===== src/rtl/cap_pkg.sv =====
package cap_pkg;
    localparam int SAMPLE_W = 16;
    localparam int LANES    = 4;

    typedef struct packed {
        logic [SAMPLE_W-1:0] im;
        logic [SAMPLE_W-1:0] re;
    } cplx_t;

    typedef cplx_t [LANES-1:0] beat_t;

    localparam int BEAT_W = $bits(beat_t);
    localparam int BUS_W  = LANES * SAMPLE_W;

    function automatic int beats_per_frame(input int samples);
        return samples / LANES;
    endfunction
endpackage


===== src/rtl/cap_lane_pack.sv =====
module cap_lane_pack
    import cap_pkg::*;
(
    input  logic [BUS_W-1:0] re_bus,
    input  logic [BUS_W-1:0] im_bus,
    output beat_t            beat
);
    for (genvar k = 0; k < LANES; k++) begin : g_lane
        assign beat[k].re = re_bus[k*SAMPLE_W +: SAMPLE_W];
        assign beat[k].im = im_bus[k*SAMPLE_W +: SAMPLE_W];
    end
endmodule


===== src/rtl/cap_window.sv =====
module cap_window #(
    parameter int FRAME_BEATS = 128,
    parameter int MAX_FRAMES  = 1024,
    localparam int NFR_W      = $clog2(MAX_FRAMES + 1),
    localparam int CNT_W      = $clog2(MAX_FRAMES * FRAME_BEATS + 1)
) (
    input  logic             clk,
    input  logic             rst,
    input  logic             start_req,
    input  logic [NFR_W-1:0] nframes,
    input  logic             beat_take,
    output logic             active,
    output logic             final_beat
);
    logic [CNT_W-1:0] cnt;
    logic [CNT_W-1:0] last_idx;
    logic             start_ok;

    assign start_ok   = start_req && !active && (nframes != '0)
                        && (nframes <= NFR_W'(MAX_FRAMES));
    assign final_beat = active && (cnt == last_idx);

    always_ff @(posedge clk) begin
        if (rst) begin
            active   <= 1'b0;
            cnt      <= '0;
            last_idx <= '0;
        end else if (active) begin
            if (beat_take) begin
                if (final_beat) begin
                    active <= 1'b0;
                    cnt    <= '0;
                end else begin
                    cnt <= cnt + 1'b1;
                end
            end
        end else if (start_ok) begin
            active   <= 1'b1;
            cnt      <= '0;
            last_idx <= CNT_W'(nframes) * CNT_W'(FRAME_BEATS) - 1'b1;
        end
    end

    // counter never passes the window end
    assert_cnt_bound_R2: assert property (@(posedge clk) disable iff (rst)
        active |-> (cnt <= last_idx));

    // the final accepted beat closes the window
    assert_stop_R2: assert property (@(posedge clk) disable iff (rst)
        (beat_take && final_beat) |=> !active);

    // a running window survives triggers and keeps its length
    assert_ignore_trig_R6: assert property (@(posedge clk) disable iff (rst)
        (active && !(beat_take && final_beat)) |=> (active && $stable(last_idx)));
endmodule


===== src/rtl/cap_out_reg.sv =====
module cap_out_reg
    import cap_pkg::*;
(
    input  logic              clk,
    input  logic              rst,
    input  logic              load,
    input  beat_t             load_beat,
    input  logic              load_last,
    input  logic              tready,
    output logic              tvalid,
    output logic [BEAT_W-1:0] tdata,
    output logic              tlast
);
    always_ff @(posedge clk) begin
        if (rst) begin
            tvalid <= 1'b0;
            tdata  <= '0;
            tlast  <= 1'b0;
        end else if (load) begin
            tvalid <= 1'b1;
            tdata  <= load_beat;
            tlast  <= load_last;
        end else if (tready) begin
            tvalid <= 1'b0;
            tdata  <= '0;
            tlast  <= 1'b0;
        end
    end

    // a stalled beat holds
    assert_hold_R8: assert property (@(posedge clk) disable iff (rst)
        (tvalid && !tready) |=> (tvalid && $stable(tdata) && $stable(tlast)));

    // idle output carries zeros
    assert_idle_zero_R5: assert property (@(posedge clk) disable iff (rst)
        !tvalid |-> ((tdata == '0) && !tlast));
endmodule


===== src/rtl/capture_packer128.sv =====
module capture_packer128
    import cap_pkg::*;
#(
    parameter int FRAME_SAMPLES = 512,
    parameter int MAX_FRAMES    = 1024,
    localparam int FRAME_BEATS  = FRAME_SAMPLES / LANES,
    localparam int NFR_W        = $clog2(MAX_FRAMES + 1)
) (
    input  logic              clk,
    input  logic              rst,
    input  logic              cap_trigger,
    input  logic [NFR_W-1:0]  cap_frames,
    input  logic              in_valid,
    input  logic              in_eof,
    input  logic [BUS_W-1:0]  in_re,
    input  logic [BUS_W-1:0]  in_im,
    input  logic              m_tready,
    output logic              m_tvalid,
    output logic [BEAT_W-1:0] m_tdata,
    output logic              m_tlast,
    output logic              overflow
);
    logic  active;
    logic  final_beat;
    logic  take;
    logic  drop;
    beat_t packed_beat;

    assign take = active && in_valid && (!m_tvalid || m_tready);
    assign drop = active && in_valid && m_tvalid && !m_tready;

    cap_window #(
        .FRAME_BEATS (FRAME_BEATS),
        .MAX_FRAMES  (MAX_FRAMES)
    ) i_window (
        .clk        (clk),
        .rst        (rst),
        .start_req  (cap_trigger),
        .nframes    (cap_frames),
        .beat_take  (take),
        .active     (active),
        .final_beat (final_beat)
    );

    cap_lane_pack i_pack (
        .re_bus (in_re),
        .im_bus (in_im),
        .beat   (packed_beat)
    );

    cap_out_reg i_out (
        .clk       (clk),
        .rst       (rst),
        .load      (take),
        .load_beat (packed_beat),
        .load_last (in_eof || final_beat),
        .tready    (m_tready),
        .tvalid    (m_tvalid),
        .tdata     (m_tdata),
        .tlast     (m_tlast)
    );

    always_ff @(posedge clk) begin
        if (rst) overflow <= 1'b0;
        else     overflow <= drop;
    end

    // overflow only follows an input beat met by a stall
    assert_ovf_cause_R8: assert property (@(posedge clk) disable iff (rst)
        overflow |-> $past(m_tvalid && !m_tready && in_valid));

    // no beat appears while no window is running and none is pending
    assert_no_stray_R2: assert property (@(posedge clk) disable iff (rst)
        (!active && !m_tvalid) |=> !m_tvalid);
endmodule


===== config.mk =====
export PLATFORM = sky130hd
export DESIGN_NAME = capture_packer128
export DESIGN_NICKNAME = d
export VERILOG_FILES = /design/src/rtl/cap_pkg.sv /design/src/rtl/cap_lane_pack.sv /design/src/rtl/cap_window.sv /design/src/rtl/cap_out_reg.sv /design/src/rtl/capture_packer128.sv
export SDC_FILE = /design/constraint.sdc
export NUM_CORES = 1
export LEC_CHECK = 0
export BUFFER_PORTS_ARGS = -buffer_cell sky130_fd_sc_hd__buf_4
export CAP_MARGIN = 20
export CELL_PAD_IN_SITES_DETAIL_PLACEMENT = 0
export CELL_PAD_IN_SITES_GLOBAL_PLACEMENT = 2
export CORE_MARGIN = 2
export CORE_UTILIZATION = 26
export CTS_CLUSTER_SIZE = 8
export DETAILED_ROUTE_END_ITERATION = 10
export HOLD_SLACK_MARGIN = 0.03
export PLACE_DENSITY_LB_ADDON = 0.1
export SLEW_MARGIN = 40
export SYNTH_ARGS = -nofsm -noshare
export SYNTH_HDL_FRONTEND = slang
export SYNTH_SLANG_ARGS = --single-unit

===== constraint.sdc =====
create_clock -name clk -period 2.7 [get_ports clk]
set_input_delay 0.81 -clock clk [delete_from_list [all_inputs] [get_ports clk]]
set_output_delay 0.81 -clock clk [all_outputs]
set_load 0.01 [all_outputs]

==> results of run 1 <==
[how the worst min path moves through the flow]
| stage | startpoint | end | slack (ns) |
|---|---|---|---|
| 5_1_grt | i_out.tdata[37] | i_out.tdata[37] | 0.48 |
| 3_3_place_gp | i_out.tdata[110] | i_out.tdata[110] | 0.46 |
| 4_1_cts | i_out.tdata[76] | i_out.tdata[76] | 0.47 |
| 3_5_place_dp | i_out.tdata[92] | i_out.tdata[92] | 0.46 |
| 2_1_floorplan | i_window.last_idx[13] | i_window.last_idx[13] | 0.48 |
| 6_report | i_out.tdata[113] | i_out.tdata[113] | 0.47 |
[report_power, final]
part / switching (uW) / total (uW) / internal [uW] / leakage (uW)
Sequential: 33.1 / 2480 / 2450 / 0.00131
Clock: 1080 / 2370 / 1280 / 0.000258
Combinational: 306 / 582 / 276 / 0.00212
Total: 1420 / 5430 / 4010 / 0.00369
[cell families (layout without fill, tap and decap cells)]
family | count (synthesis) | in the layout
adders and majority gates | 3 | 3
DFF | 162 | 162
buffers and inverters | 72 | 328
and+or+nand+nor | 358 | 358
AOI/OAI and AO/OA | 180 | 180
muxes | 2 | 2
xor gates and xnor gates | 18 | 18
[synth_stat cells (all sizes together)]
master / n / share of area, %
a2111oi: 1 / 0.42
a211oi: 9 / 1.0
a21oi: 132 / 10
a221o: 1 / 0.15
a22o: 7 / 0.94
a22oi: 4 / 0.77
a2bb2oi: 3 / 0.40
a311oi: 2 / 0.27
a31oi: 2 / 0.19
and2b: 1 / 0.12
and3: 3 / 0.29
and4: 4 / 0.54
buf: 11 / 0.98
clkbuf: 57 / 3.3
dfxtp: 162 / 50
ha: 3 / 0.58
inv: 4 / 0.23
mux2: 1 / 0.17
mux2i: 1 / 0.15
nand2: 142 / 8.2
nand2b: 6 / 0.58
nand3: 141 / 11
nand4: 6 / 0.58
nand4b: 1 / 0.13
nor2: 24 / 1.4
nor2b: 3 / 0.29
nor3: 12 / 1.2
nor4: 9 / 1.1
o21a: 1 / 0.12
o21ai: 5 / 0.38
o31a: 2 / 0.27
o31ai: 8 / 0.92
o41ai: 3 / 0.40
or2: 1 / 0.096
or3: 5 / 0.48
xnor2: 16 / 2.2
xor2: 2 / 0.27
[final cells by class]
type                            instances  area, um2
Clock buffer                           18        429
Fill cell                            2607      15000
Multi-Input combinational cell        561       3000
Sequential cell                       162       3240
Clock inverter                         13        128
Inverter                                4       17.5
Timing Repair Buffer                  293       2250
Tap cell                              324        405
[metrics by stage]
stage	setup WS [ns]	std cells	hold WS [ns]
3_3_place_gp	0.201	1344	0.455
5_1_grt	0.352	1375	0.484
4_1_cts	0.556	1375	0.469
2_1_floorplan	0.426	795	0.482
3_5_place_dp	0.181	1344	0.459
6_report	0.582	1375	0.466
[registers in the layout, summed over array words and instances (netlist names)]
signal / count
i_out.tdata: 128
i_window.cnt: 18
i_window.last_idx: 12
i_out.tlast: 1
i_out.tvalid: 1
i_window.active: 1
overflow: 1
[worst max-delay path, delay by kind of cell (launching register included)]
| family | cells | cell delay (ns) |
|---|---|---|
| DFF | 1 | 0.37 |
| AOI/OAI and AO/OA | 2 | 0.66 |
| and+or+nand+nor | 3 | 0.95 |
[metal layers]
metal	vias up	GRT usage, %	share of wire (%)
met5	-	0	0
met4	0	5.23	1.7
met3	18	6.97	8.7
met2	179	28.0	49
met1	3013	20.5	41
li1	3265	-	-
==> summary.txt, run 1 <==
CTS
  – Clock Sink Count: 162
  – Clock latency at the later pin of the worst-skew pair: ~0.43 ns
  – H-tree level count: 4
  – Postcts setup bufs: 0
  – CTS Hold Buffers Added: 0
  – Clock root cell: clkbuf_16
  – Largest buffer count on any clock path: 2
  – Clock edge transition at the registers on the reported setup and hold paths: 0.07 ns
  – Num CTS Buffers: 17
  – CTS tree: done
  – Resize count post-CTS: 0

Worst setup path
  – CP max stage delay: between 0.5 and 0.6 ns
  – Critical Path Start Type: register
  – Reg2reg end: i_window.cnt[16]
  – Largest fanout on the critical path: 8
  – Setup crit start: i_window.cnt[4]
  – WP data arrival: roughly 2.4 ns
  – Reg2Reg Depth: 5
  – Reg2Reg Setup Slack: 0.58 ns
  – Req. time, crit path: between 2 and 3 ns
  – Crit path cell chain: nor4_1 > nand2_1 > a2111oi_4 > nand2b_1 > o21ai_0
  – R2R Path Start: i_window.cnt[4]
  – Crit path to: i_window.cnt[16]
  – WS Path Type: register to register
  – Slowest cell on crit path: a2111oi_4
  – Setup crit end kind: register

Global route
  – First-pass GRT wire length: around 35,000 um
  – All-Layer GR Usage: approximately 17%
  – Largest net degree at the start of global routing: 130
  – Global route total overflow: 0
  – Vias in the first global route: approximately 6,300
  – Initial antenna violation count: 0

Synth
  – Cells after Synth: 795
  – Mux cell area share after synthesis: less than 1%
  – Yosys cell types: 43
  – Main combinational cell family by area after synthesis: simple AND/OR/NAND/NOR gates
  – FF+latch count, synth: about 160
  – Synth Net Count: between 900 and 1,000
  – Compound-Gate Fraction of Synth Area: around 16%
  – Post-synthesis simple-gate area fraction: between 20% and 30%
  – Syn Area/Cell: 8.19 um2
  – Post-synthesis xor/xnor area fraction: between 2 and 2.5%
  – Post-Synth Adder-Cell Area: 0.576%
  – Sequential area share after synthesis: 49.8%
  – Syn. warnings: 0
  – Synthesized area: 0.00651 mm2

Drt
  – Initial DRC Count: a little under 400
  – WL/cell: 16.7 um
  – WL final: 22,900 um
  – DR DRC count: 0
  – Vias per cell: between 4 and 5
  – Post-DRT Antenna Nets: 0
  – Vias: ~6,500
  – Drt pass-1 iters: 4

Layout
  – Area delta synth->final: 45.5%
  – Final Instance Area: between 0.009 and 0.01 mm2
  – Most common cell after layout, fill and taps aside: buf_4
  – Antenna cells: 0
  – Share of layout cells above drive strength 1: between 30% and 40%
  – Final Util: about two fifths
  – Final nets: about 1,200
  – Most frequent cells in the layout: buf_4, dfxtp_1, nand2_1

STA
  – Fmax: around 470 MHz
  – Setup Viol. Count Final: 0
  – Period utilisation layout: between 70% and 80%
  – Post-layout min period: approximately 2.1 ns
  – RSZ-0062 raised after global routing: no
  – Clock Skews: ~0.012 ns
  – Pin slew with the least headroom to its limit: about 0.64 ns
  – Final hold violation count: 0
  – Setup TNS: 0 ns
  – Max Slew Vio Count: 0
  – Slew HR: between 50% and 60%

Placed design
  – Port Buffer Count: 275
  – Gp weighted congestion: 0.717
  – Post-DP HPWL: about 15,000 um
  – DP Area: slightly below 0.009 mm2

Power and ir drop
  – Lkg Pwr: 0.00369 uW
  – Final Power: about 5400 uW
  – Max VDD drop: around 0.0003 V
  – Power Dens Cells: 573 mW/mm2

Floorplanning
  – Die height: around 160 um
  – Std-Cell Rows: 57
  – Starting density of the core: roughly a quarter
  – Core box area: 0.0245 mm2
  – I/O pin cnt: around 280
  – Die footprint: 0.0263 mm2
  – Die W: between 150 and 200 um

Run status
  – Run status: finished clean

Min path
  – Min-Delay Path Depth: 2
  – Min-Delay Path Class: register to register

Flow run
  – Max-cap viol count: 0
Note: power is estimated with default switching activity, not from simulation.
==> inputs of run 2 (changes only) <==
CORE_UTILIZATION = 23   (was 26)
clock period = 1.8 ns   (was 2.7 ns; I/O delays follow)
==> summary.txt, run 2 (same netlist as run 1, synthesis figures left out) <==
STA
  – Max Slew Vio Count: 0
  – Final hold violation count: 0
  – Pin slew with the least headroom to its limit: 0.650 ns
  – Post-layout min period: ~1.8 ns
  – Setup Viol. Count Final: 5
  – Setup ws final: -0.0176 ns
  – RSZ-0062 raised after global routing: yes
  – Hold slack: roughly 0.35 ns
  – Slew HR: about 57%
  – Clock Skews: about 0.012 ns
  – Period utilisation layout: 101%
  – Fmax: 550 MHz

Drt
  – WL final: ~24,000 um
  – Post-DRT Antenna Nets: 0
  – DR DRC count: 0
  – Initial DRC Count: about 330
  – Vias per cell: 4.52
  – Vias: about 6,800
  – WL/cell: between 15 and 20 um
  – Drt pass-1 iters: 4

Min path
  – Min-Delay Path Class: primary input to register

Worst setup path
  – WP data arrival: 2.14 ns
  – Largest fanout on the critical path: 8
  – Critical Path Start Type: register
  – WS Path Type: register to register
  – Setup crit end kind: register
  – Req. time, crit path: 2.13 ns

Power and ir drop
  – Max VDD drop: roughly 0.00061 V
  – Clk pwr share: between 40 and 50%
  – Logic pwr share: between 10% and 20%
  – Lkg Pwr: a little over 0.004 uW
  – P_int: approximately 6300 uW
  – Power Dens Cells: 829 mW/mm2
  – Sequential share of power: between 40% and 50%
  – Sw Share: 26.7%
  – Sw power: 2300 uW

Placed design
  – Gp weighted congestion: 0.735
  – Pre-CTS worst setup slack: -0.398 ns
  – Port Buffer Count: about 280
  – DP Area: 0.00961 mm2
  – Post-DP HPWL: ~17,000 um

Global route
  – Largest net degree at the start of global routing: 83
  – All-Layer GR Usage: 16.0%
  – First-pass GRT wire length: around 36,000 um
  – Vias in the first global route: 6,424
  – Initial antenna violation count: 0
  – Global route total overflow: 0

CTS
  – Clock edge transition at the registers on the reported setup and hold paths: around 0.08 ns
  – Clock latency at the later pin of the worst-skew pair: 0.43 ns
  – CTS tree: done
  – Largest buffer count on any clock path: 2
  – Clock root cell: clkbuf_16
  – Clock Sink Count: about 160
  – H-tree level count: 4
  – Num CTS Buffers: 17

Layout
  – Antenna cells: 0
  – Area delta synth->final: 59.6%
  – Most common cell after layout, fill and taps aside: buf_4
  – Number of flip-flops in the largest register: ~130
  – Share of layout cells above drive strength 1: about two fifths
  – Largest Register: i_out.tdata
  – Register area: around 0.0033 mm2
  – Multi-input gate area: about 0.0031 mm2
  – Fillers: 2,924
  – Final Util: a little under two fifths
  – Most frequent cells in the layout: buf_4, dfxtp_1, nand2_1
  – Final nets: roughly 1,300
  – Biggest regs: i_out.tdata x128, i_window.cnt x18, i_window.last_idx x12
  – Final Instance Area: around 0.010 mm2

Floorplanning
  – Starting density of the core: around a quarter
  – Die height: 172 um
  – Std-Cell Rows: 61
  – Die W: roughly 170 um
  – Die footprint: roughly 0.030 mm2
  – I/O pin cnt: around 280
  – Core box area: between 0.02 and 0.03 mm2

Run status
  – Violated checks: setup timing
  – Run status: finished with violations

Flow run
  – Max-cap viol count: 0
-- run 2: cell types whose count changed in the layout (fill, tap and decap cells not counted), moves of 3 or more --
cell / before / now
dfxtp_1: 162 / 150
nor4_1: 8 / 5
inv_8: 1 / 5
dfxtp_2: 0 / 12
buf_4: 289 / 338
a2bb2oi_2: 0 / 3
buf_12: 4 / 14
a2bb2oi_1: 3 / 0
nor4_2: 0 / 3
clkinvlp_4: 5 / 1
buf_6: 0 / 9
-- run 2: layout make-up --
class                           count  share of cell area [%]
Multi-Input combinational cell    561                    29.9
Clock inverter                     14                    1.77
Clock buffer                       18                    4.13
Tap cell                          378                    4.55
Inverter                            4                   0.169
Sequential cell                   162                    31.4
Timing Repair Buffer              361                    28.1
-- run 2: routing by layer --
layer	GRT usage, %	vias to the layer above	share of wire, %
met1	19.5	3161	42
met4	4.42	0	1.5
met3	6.75	20	8.4
met5	0	-	0
li1	-	3407	-
met2	25.9	176	48
-- run 2: critical path, stage by stage (launching register included) --
cell	delay (ns)
dfxtp_2	0.36
buf_6	0.10
and4_4	0.24
nand3_4	0.07
a2111oi_4	0.35
buf_6	0.20
buf_6	0.13
o31ai_1	0.07
a22o_1	0.20
-- run 2: power groups by stage --
stage	Clock, uW	Sequential, uW	Combinational [uW]
after floorplan	0	3820	372
after global placement	0	3800	1010
after detailed placement	0	3800	1010
after CTS	4050	3720	1020
after global routing	4160	3730	1100
final	3890	3720	1000
-- run 2: final timing paths --
path                                      start          endpoint  slack [ns]  cells past startpoint
worst max register to register  i_window.cnt[2]  i_window.cnt[13]       -0.02                      8
worst min register to register  i_out.tdata[29]   i_out.tdata[29]        0.47                      2
worst min-delay path                  in_im[21]   i_out.tdata[53]        0.35                      3
worst max-delay path            i_window.cnt[2]  i_window.cnt[13]       -0.02                      8
-- run 2: through the flow --
step	TNS (ns)	power [uW]	std cells
after floorplan	-1.78	4200	795
after global placement	-8.07	4810	1461
after detailed placement	-8.73	4810	1461
after CTS	-0.0926	8780	1494
after global routing	-0.550	8990	1498
final	-0.0584	8610	1498
-- run 2: timing repair --
action / CTS / global route
pin swaps: 9 / 13
resized for setup: 16 / 19
hold buffers: 0 / 0
setup buffers: 1 / 4
setup endpoints to repair: 19 / 17
==> inputs of run 3 (changes only) <==
SKIP_CTS_REPAIR_TIMING = 1   (was default)
==> summary.txt, run 3 (same netlist as run 1, synthesis figures left out) <==
Drt
  – WL/cell: around 16 um
  – Vias: 6,736
  – Vias per cell: 4.50
  – Drt pass-1 iters: 5
  – Initial DRC Count: approximately 330
  – WL final: 24,400 um
  – Post-DRT Antenna Nets: 0
  – DR DRC count: 0

STA
  – Setup TNS: -0.0604 ns
  – Setup Viol. Count Final: 5
  – Final hold violation count: 0
  – Pin slew with the least headroom to its limit: 0.645 ns
  – Max Slew Vio Count: 0
  – Fmax: between 500 and 600 MHz
  – Setup ws final: -0.0167 ns
  – Clock Skews: approximately 0.012 ns
  – Slew HR: between 50% and 60%
  – RSZ-0062 raised after global routing: yes
  – Period utilisation layout: 101%
  – Hold slack: around 0.35 ns
  – Post-layout min period: ~1.8 ns

Min path
  – Min-Delay Path Class: primary input to register
  – Worst Hold Launch: in_im[21]

Worst setup path
  – R2R Path Start: i_window.cnt[1]
  – WS Path Type: register to register
  – Setup crit start: i_window.cnt[1]
  – Setup crit end kind: register
  – Critical Path Start Type: register
  – Largest fanout on the critical path: 8
  – Crit path cell chain: buf_4 > and4_4 > nand3_4 > a2111oi_4 > buf_6 > buf_6 > o31ai_2 > a22o_1
  – Req. time, crit path: ~2.1 ns
  – CP max stage delay: between 0.3 and 0.4 ns
  – WP data arrival: 2.14 ns
  – Slowest cell on crit path: dfxtp_2
  – Worst path most repeated cell: buf_6

CTS
  – Clock Sink Count: between 150 and 200
  – CTS tree: done
  – Clock edge transition at the registers on the reported setup and hold paths: ~0.080 ns
  – H-tree level count: 4
  – Clock latency at the later pin of the worst-skew pair: between 0.4 and 0.5 ns
  – Largest buffer count on any clock path: 2
  – Clock root cell: clkbuf_16
  – Num CTS Buffers: 17

Run status
  – Run status: finished with violations
  – Violated checks: setup timing

Layout
  – Area delta synth->final: 59.5%
  – Fillers: between 2,000 and 3,000
  – Multi-input gate area: between 0.003 and 0.004 mm2
  – Biggest regs: i_out.tdata x128, i_window.cnt x18, i_window.last_idx x12
  – Antenna cells: 0
  – Number of flip-flops in the largest register: roughly 130
  – Register area: 0.00326 mm2
  – Most common cell after layout, fill and taps aside: buf_4
  – Largest Register: i_out.tdata
  – Final nets: about 1,300
  – Most frequent cells in the layout: buf_4, dfxtp_1, nand2_1
  – Share of layout cells above drive strength 1: around 39%

Global route
  – Vias in the first global route: 6,414
  – Largest net degree at the start of global routing: between 80 and 90
  – First-pass GRT wire length: approximately 36,000 um
  – Global route total overflow: 0
  – All-Layer GR Usage: 15.9%
  – Initial antenna violation count: 0

Floorplanning
  – Die footprint: between 0.02 and 0.03 mm2
  – Die height: approximately 170 um
  – Die W: roughly 170 um
  – Core box area: ~0.028 mm2
  – Starting density of the core: 23.4%
  – I/O pin cnt: roughly 280
  – Std-Cell Rows: slightly above 60

Placed design
  – Post-DP HPWL: roughly 17,000 um
  – Gp weighted congestion: between 0.7 and 0.8
  – Pre-CTS worst setup slack: -0.398 ns
  – Port Buffer Count: 275

Power and ir drop
  – Lkg Pwr: ~0.0041 uW
  – Power Dens Cells: 829 mW/mm2
  – Max VDD drop: ~0.0006 V

Flow run
  – Max-cap viol count: 0
-- run 3: critical path: cells and delay by family (launching register included) --
kind | cells | cell delay, ns
flip-flops | 1 | 0.36
AND/OR/NAND/NOR | 2 | 0.32
AO/OA/AOI/OAI | 3 | 0.57
buffers and inverters | 3 | 0.48
-- run 3: cell type report --
cell class	count	share of cell area, %
flip-flops and latches	162	31.4
multi-input cells	561	30.0
repair buffers	359	28.0
well taps	378	4.55
clock buffers	18	4.13
clock inverters	14	1.77
inverters	4	0.169
-- run 3: power by group --
group / total [uW] / switching, uW / internal (uW)
Combinational: 1000 / 492 / 512
Sequential: 3720 / 49.8 / 3670
Clock: 3880 / 1750 / 2130
-- run 3: worst paths after layout --
kind | endpoint | slack [ns] | cells after the start
min reg2reg | i_out.tdata[22] | 0.47 | 2
max reg2reg | i_window.cnt[15] | -0.02 | 8
max | i_window.cnt[15] | -0.02 | 8
min | i_out.tdata[53] | 0.35 | 3
-- run 3: layer usage --
| metal | global-route usage (%) | wire length [um] | vias up |
|---|---|---|---|
| li1 | - | - | 3402 |
| met2 | 25.9 | 11800 | 174 |
| met1 | 19.2 | 10200 | 3140 |
| met5 | 0 | 0 | - |
| met3 | 6.75 | 2070 | 20 |
| met4 | 4.42 | 360 | 0 |
-- run 3: metrics by stage --
stage	std cells	total power [uW]	util, %	cell area (um2)
2_1_floorplan	795	4200	-	6560
3_3_place_gp	1461	4810	34.5	9610
3_5_place_dp	1461	4810	34.5	9610
4_1_cts	1493	8780	36.7	10200
5_1_grt	1496	8990	37.3	10400
6_report	1496	8610	37.3	10400
